`config.mk`:
```
export PLATFORM = sky130hd
export DESIGN_NAME = lb_tree_balancer
export DESIGN_NICKNAME = d
export VERILOG_FILES = /design/src/rtl/lb_pkg.sv /design/src/rtl/lb_reduce.sv /design/src/rtl/lb_route.sv /design/src/rtl/lb_tree_balancer.sv
export SDC_FILE = /design/constraint.sdc
export NUM_CORES = 1
export LEC_CHECK = 0
export BUFFER_PORTS_ARGS = -buffer_cell sky130_fd_sc_hd__buf_2
export CAP_MARGIN = 20
export CORE_AREA = 2 2 153 155
export CTS_CLUSTER_DIAMETER = 40
export DETAILED_ROUTE_END_ITERATION = 10
export DIE_AREA = 0 0 155 157
export PLACE_DENSITY = 0.54
export SETUP_SLACK_MARGIN = 0.05
export SLEW_MARGIN = 20
export SYNTH_ARGS = -nofsm -noshare
export SYNTH_HDL_FRONTEND = slang
export SYNTH_SLANG_ARGS = --single-unit
```
`constraint.sdc`:
```
create_clock -name clk -period 9.6 [get_ports clk]
set_input_delay 0.48 -clock clk [delete_from_list [all_inputs] [get_ports clk]]
set_output_delay 0.48 -clock clk [all_outputs]
set_load 0.05 [all_outputs]
```
`src/rtl/lb_pkg.sv`:
```
package lb_pkg;

  typedef enum logic [2:0] {DIR_OWN, DIR_W, DIR_E, DIR_N, DIR_S} dir_e;

  // k-th node in leaf-to-root evaluation order
  function automatic int order_at(int k, int rows, int cols, int rr, int rc);
    int pos;
    int res;
    pos = 0;
    res = rr * cols + rc;
    for (int r = 0; r < rows; r++) begin
      for (int c = 0; c < rc; c++) begin
        if (pos == k) res = r * cols + c;
        pos++;
      end
      for (int c = cols - 1; c > rc; c--) begin
        if (pos == k) res = r * cols + c;
        pos++;
      end
    end
    for (int r = 0; r < rr; r++) begin
      if (pos == k) res = r * cols + rc;
      pos++;
    end
    for (int r = rows - 1; r > rr; r--) begin
      if (pos == k) res = r * cols + rc;
      pos++;
    end
    return res;
  endfunction

  function automatic logic has_child(int r, int c, int d, int rows, int cols, int rr, int rc);
    case (d)
      1:       return (c > 0) && (c <= rc);
      2:       return (c < cols - 1) && (c >= rc);
      3:       return (c == rc) && (r > 0) && (r <= rr);
      4:       return (c == rc) && (r < rows - 1) && (r >= rr);
      default: return 1'b0;
    endcase
  endfunction

  function automatic int child_of(int i, dir_e d, int cols);
    case (d)
      DIR_W:   return i - 1;
      DIR_E:   return i + 1;
      DIR_N:   return i - cols;
      DIR_S:   return i + cols;
      default: return i;
    endcase
  endfunction

endpackage

```
`src/rtl/lb_reduce.sv`:
```
module lb_reduce import lb_pkg::*; #(
  parameter int ROWS     = 3,
  parameter int COLS     = 3,
  parameter int ROOT_ROW = 1,
  parameter int ROOT_COL = 1,
  parameter int CNT_W    = 4
) (
  input  logic                       clk,
  input  logic                       rst,
  input  logic [ROWS*COLS*CNT_W-1:0] count,
  input  logic [ROWS*COLS-1:0]       mask,
  output dir_e                       max_dir [ROWS*COLS],
  output dir_e                       min_dir [ROWS*COLS],
  output logic [CNT_W-1:0]           max_cnt,
  output logic [CNT_W-1:0]           min_cnt,
  output logic                       max_v,
  output logic                       min_v
);
  localparam int N    = ROWS * COLS;
  localparam int ROOT = ROOT_ROW * COLS + ROOT_COL;

  logic [CNT_W-1:0] mx [N];
  logic [CNT_W-1:0] mn [N];
  logic             vx [N];
  logic             vn [N];

  always_comb begin
    for (int i = 0; i < N; i++) begin
      mx[i] = '0; mn[i] = '0; vx[i] = 1'b0; vn[i] = 1'b0;
      max_dir[i] = DIR_OWN; min_dir[i] = DIR_OWN;
    end
    for (int k = 0; k < N; k++) begin
      int i;
      i = order_at(k, ROWS, COLS, ROOT_ROW, ROOT_COL);
      mx[i] = count[i*CNT_W +: CNT_W];
      mn[i] = count[i*CNT_W +: CNT_W];
      vx[i] = !mask[i];
      vn[i] = !mask[i];
      for (int d = 1; d <= 4; d++) begin
        if (has_child(i / COLS, i % COLS, d, ROWS, COLS, ROOT_ROW, ROOT_COL)) begin
          int j;
          j = child_of(i, dir_e'(3'(d)), COLS);
          if (vx[j] && (!vx[i] || mx[j] > mx[i])) begin
            vx[i] = 1'b1; mx[i] = mx[j]; max_dir[i] = dir_e'(3'(d));
          end
          if (vn[j] && (!vn[i] || mn[j] < mn[i])) begin
            vn[i] = 1'b1; mn[i] = mn[j]; min_dir[i] = dir_e'(3'(d));
          end
        end
      end
    end
  end

  assign max_cnt = mx[ROOT];
  assign min_cnt = mn[ROOT];
  assign max_v   = vx[ROOT];
  assign min_v   = vn[ROOT];

  // the minimum never exceeds the maximum at the root
  a_r3_extremes_ordered: assert property (@(posedge clk) disable iff (rst)
    (max_v && min_v) |-> (max_cnt >= min_cnt));
  // both reductions see the same set of unmasked nodes
  a_r7_valid_pair: assert property (@(posedge clk) disable iff (rst)
    max_v == min_v);
endmodule

```
`src/rtl/lb_route.sv`:
```
module lb_route import lb_pkg::*; #(
  parameter int ROWS     = 3,
  parameter int COLS     = 3,
  parameter int ROOT_ROW = 1,
  parameter int ROOT_COL = 1,
  parameter int JOB_W    = 32
) (
  input  logic                       clk,
  input  logic                       rst,
  input  dir_e                       max_dir [ROWS*COLS],
  input  dir_e                       min_dir [ROWS*COLS],
  input  logic                       cand,
  input  logic [ROWS*COLS*JOB_W-1:0] jobs,
  input  logic [ROWS*COLS-1:0]       room,
  output logic                       fire,
  output logic [ROWS*COLS-1:0]       src_sel,
  output logic [ROWS*COLS-1:0]       dst_sel,
  output logic [JOB_W-1:0]           job_out
);
  localparam int N    = ROWS * COLS;
  localparam int ROOT = ROOT_ROW * COLS + ROOT_COL;

  logic [JOB_W-1:0] up_job [N];
  logic             up_rdy [N];
  logic             sv     [N];
  logic             dv     [N];

  always_comb begin
    for (int i = 0; i < N; i++) begin
      up_job[i] = '0; up_rdy[i] = 1'b0; sv[i] = 1'b0; dv[i] = 1'b0;
    end
    // upward: job along max branches, ready along min branches
    for (int k = 0; k < N; k++) begin
      int i;
      i = order_at(k, ROWS, COLS, ROOT_ROW, ROOT_COL);
      if (max_dir[i] == DIR_OWN) up_job[i] = jobs[i*JOB_W +: JOB_W];
      else                       up_job[i] = up_job[child_of(i, max_dir[i], COLS)];
      if (min_dir[i] == DIR_OWN) up_rdy[i] = room[i];
      else                       up_rdy[i] = up_rdy[child_of(i, min_dir[i], COLS)];
    end
    fire = cand && up_rdy[ROOT];
    sv[ROOT] = fire;
    dv[ROOT] = fire;
    // downward: valids follow the remembered branches
    for (int k = N - 1; k >= 0; k--) begin
      int i;
      i = order_at(k, ROWS, COLS, ROOT_ROW, ROOT_COL);
      if (sv[i] && max_dir[i] != DIR_OWN) sv[child_of(i, max_dir[i], COLS)] = 1'b1;
      if (dv[i] && min_dir[i] != DIR_OWN) dv[child_of(i, min_dir[i], COLS)] = 1'b1;
    end
    for (int i = 0; i < N; i++) begin
      src_sel[i] = sv[i] && (max_dir[i] == DIR_OWN);
      dst_sel[i] = dv[i] && (min_dir[i] == DIR_OWN);
    end
  end

  assign job_out = up_job[ROOT];

  a_r9_src_onehot: assert property (@(posedge clk) disable iff (rst) $onehot0(src_sel));
  a_r9_dst_onehot: assert property (@(posedge clk) disable iff (rst) $onehot0(dst_sel));
  // a fired transfer always reaches exactly one source and one destination
  a_r5_ends_reached: assert property (@(posedge clk) disable iff (rst)
    fire |-> ($countones(src_sel) == 1 && $countones(dst_sel) == 1));
endmodule

```
`src/rtl/lb_tree_balancer.sv`:
```
module lb_tree_balancer import lb_pkg::*; #(
  parameter int ROWS     = 3,
  parameter int COLS     = 3,
  parameter int ROOT_ROW = ROWS / 2,
  parameter int ROOT_COL = COLS / 2,
  parameter int CNT_W    = 4,
  parameter int JOB_W    = 32
) (
  input  logic                       clk,
  input  logic                       rst,
  input  logic [ROWS*COLS*CNT_W-1:0] node_count,
  input  logic [ROWS*COLS-1:0]       node_mask,
  input  logic [ROWS*COLS*JOB_W-1:0] node_job,
  input  logic [ROWS*COLS-1:0]       node_room,
  output logic [ROWS*COLS-1:0]       src_pop,
  output logic [ROWS*COLS-1:0]       dst_push,
  output logic [JOB_W-1:0]           push_data
);
  localparam int N = ROWS * COLS;

  dir_e             max_dir [N];
  dir_e             min_dir [N];
  logic [CNT_W-1:0] max_cnt, min_cnt;
  logic             max_v, min_v, cand, fire;
  logic [N-1:0]     src_sel, dst_sel;
  logic [JOB_W-1:0] job_c;

  lb_reduce #(.ROWS(ROWS), .COLS(COLS), .ROOT_ROW(ROOT_ROW), .ROOT_COL(ROOT_COL),
              .CNT_W(CNT_W)) u_reduce (
    .clk(clk), .rst(rst), .count(node_count), .mask(node_mask),
    .max_dir(max_dir), .min_dir(min_dir), .max_cnt(max_cnt), .min_cnt(min_cnt),
    .max_v(max_v), .min_v(min_v));

  assign cand = max_v && min_v && (max_cnt > min_cnt) && ((max_cnt - min_cnt) > CNT_W'(1));

  lb_route #(.ROWS(ROWS), .COLS(COLS), .ROOT_ROW(ROOT_ROW), .ROOT_COL(ROOT_COL),
             .JOB_W(JOB_W)) u_route (
    .clk(clk), .rst(rst), .max_dir(max_dir), .min_dir(min_dir), .cand(cand),
    .jobs(node_job), .room(node_room), .fire(fire), .src_sel(src_sel),
    .dst_sel(dst_sel), .job_out(job_c));

  always_ff @(posedge clk) begin
    if (rst) begin
      src_pop   <= '0;
      dst_push  <= '0;
      push_data <= '0;
    end else begin
      src_pop   <= src_sel;
      dst_push  <= dst_sel;
      push_data <= fire ? job_c : '0;
    end
  end

  // masked nodes are never endpoints
  a_r6_no_masked_ends: assert property (@(posedge clk) disable iff (rst)
    ((src_sel | dst_sel) & node_mask) == '0);
  // a push only goes to a node with room
  a_r8_dst_room: assert property (@(posedge clk) disable iff (rst)
    (|dst_sel) |-> (|(dst_sel & node_room)));
  // the root only fires on a gap of two or more
  a_r4_gap_ok: assert property (@(posedge clk) disable iff (rst)
    fire |-> (max_cnt >= min_cnt + CNT_W'(2)) && (min_cnt < max_cnt));
  a_r9_disjoint: assert property (@(posedge clk) disable iff (rst)
    (src_pop & dst_push) == '0);
  // pop and push strobes appear together
  a_r5_paired: assert property (@(posedge clk) disable iff (rst)
    $countones(src_pop) == $countones(dst_push));
endmodule

```
==> results.md <==
- Outcome: complete, no violations
- Syn_nets: 1300
- Vias per inst: 5.562
- Crit. Startpoint: node_count[5]
- Leak: 4.290 nW
- Hold_sp: node_room[8]
- Iter 0 DRT Violations: 623
- Count of port buffers added during placement: 393
- Initial antenna violation count: 3
- Core area: 22500 um2
- Top cells by count, synth: a211oi_1 (100), nor2_1 (97), nand2_1 (86), a21oi_1 (71), mux2i_1 (64)
- Period utilization: 89.58%
- # fillers: 2435
- Post-synth top area share: 15.09%
- Placer Congestion: 0.9158
- FMAX: 116.3 MHz
- Share of cells above drive strength 1: 36.63%
- Die width: 155 um
- Min-delay worst type: primary input to flop
- Startpoint types: primary input
- Total congestion overflow: 0
- Final slew viol count: 0
- Max Cap Viol: 0
- Slew @ Worst Pin: 0.9771 ns
- Most common cell in the netlist: a211oi_1
- Post-CTS Resized: 0
- Crit-path max cell delay: 0.60 ns
- Synth Warn #: 0
- Unique masters post-synth: 66
- Clk buf depth: 2
- Bufs and invs on worst path: 4
- Final hold vios: 0
- Die area: 24340 um2
- Worst Path Max Fanout: 37
- Yosys top cell by area: dfxtp_1
- Dpl ws: 0.7197 ns
- Average size of a mapped cell: 7.336 um2
- Clock sinks: 50
- Post-Synthesis Cells: 904
- EDFF count, synth: 0
- Remaining DRCs: 0
- Layout Area Growth over Synthesis: 36.02%
- Largest net degree at the start of global routing: 65
- Critical-path top delay cell: a211o_2
- Crit. End Element: flop
- Synthesized flop and latch total: 50
- Worst EP required: 9.83 ns
- CP dominant cell by count: ha_1
- Post-synthesis sequential area ratio: 15.09%
- TNS Setup: 0 ns
- Setup Crit Path Kind: primary input to flop
- Vias in the first global route: 8243
- Pwr dens: 246.2 nW/um2
- Vias: 8527
- FP Rows: 55
- Unrepaired setup endpoints after global routing: no
- Drt wl/cell: 20.59 um
- DP Wirelength: 25440 um
- GRT Overall Usage: 24.07%
- Post-synthesis cell area: 6631 um2
- Post-Route WL: 31560 um
- CTS tree: done
- First-pass GRT wire length: 46110 um
- Initial core utilization: 29.47%
- Main area contributors after synthesis: dfxtp_1 (15%), a211oi_1 (11%), mux2i_1 (9.7%), ha_1 (9.6%), nor2_1 (5.5%)
- Number of hold buffers added after cts: 0
- Root Driver: clkbuf_16
- Final-report setup violation count: 0
- Slew headroom: 34.71%
- Clock transition at path regs: 0.08 ns
- Critical path arrival: 8.82 ns
- FFs w/ async S/R, synth: 0%
- Layout Nets: 1640
- Cts bufs inserted: 5
- VDD IR max: 0.1029 mV
- Pre-Repair DR Iteration Count: 6
- H-tree Lvls: 2
- Die Y: 157 um
- Clock period minus worst slack: 8.600 ns
- PnR worst setup slack: 1.000 ns
- Top FF cell, synth: dfxtp_1
- Postcts setup bufs: 0
- IO Count: 394
- Crit-path leading delay family: compound AO/OA/AOI/OAI gates
- Post-DRT Antenna Nets: 0
## area by class of cell
cell class / count / area [um2] / share of cell area, %
Antenna cell: 3 / 7.507 / 0.08323
Timing Repair Buffer: 411 / 2102 / 23.30
Tap cell: 285 / 356.6 / 3.953
Multi-Input combinational cell: 736 / 5225 / 57.93
Clock inverter: 2 / 38.79 / 0.4300
Inverter: 40 / 150.1 / 1.665
Sequential cell: 50 / 1001 / 11.10
Clock buffer: 6 / 138.9 / 1.540
## state kept, by name (all words and copies together) (netlist names)
name,cells
dst_push,9
push_data,32
src_pop,9
## through the flow
stage          power [mW]  util, %  hold slack [ns]  instance area, um2  std cells
3_3_place_gp        2.001    39.26           0.7277                8835       1522
6_report            2.221    40.08           0.4147                9020       1533
5_1_grt             2.367    40.07           0.4139                9017       1532
2_1_floorplan       1.516        -           0.5990                6631        904
3_5_place_dp        2.002    39.26           0.7269                8835       1522
4_1_cts             2.235    40.05           0.4023                9012       1530
## worst paths after layout
path,end,slack (ns),cells after the start
worst max-delay path,src_pop[7],1.00,33
worst min-delay path,dst_push[8],0.41,3
## power breakdown
part / leakage [nW] / switching (mW) / internal [mW]
registers: 0.405 / 0.0228 / 0.282
logic: 3.80 / 1.13 / 0.561
clock network: 0.0875 / 0.0893 / 0.132
total: 4.29 / 1.25 / 0.975
## logic make-up (layout without fill, tap and decap cells)
group / Yosys count / count (layout) / share of synthesized area, %
flops: 50 / 50 / 15.09
simple gates: 301 / 301 / 22.79
fa+ha+maj: 52 / 52 / 9.925
buf+inv: 118 / 459 / 7.415
other cells: 0 / 3 / 0
mux: 68 / 68 / 10.34
compound gates: 315 / 315 / 34.43
## routing by layer
layer | track usage [%] | share of wire (%)
met5 | 0 | 0
met4 | 8.025 | 2.9
met3 | 3.634 | 5.8
met2 | 42.92 | 50
met1 | 29.61 | 42
## cell usage in the layout (no fill, tap or decap), types with 3 or more instances in the layout
cell type / n
mux2_2: 4
nand3_1: 6
o31a_1: 35
nor4_1: 29
o21ai_4: 3
nor2b_1: 10
inv_1: 40
clkbuf_16: 5
nand2_1: 86
buf_4: 18
a21o_1: 3
o21a_1: 10
and3_1: 6
o31ai_1: 3
a21oi_1: 71
a31oi_1: 3
diode_2: 3
o211ai_1: 5
nor2_1: 96
ha_1: 51
dfxtp_1: 50
o21ai_0: 18
mux2i_1: 64
nand2b_1: 9
nor4_2: 11
nand4_1: 7
or3_1: 6
buf_2: 393
a211oi_1: 100
a221oi_1: 33
nor3_1: 14
a21boi_0: 3
(Power assumes the default switching activity.)
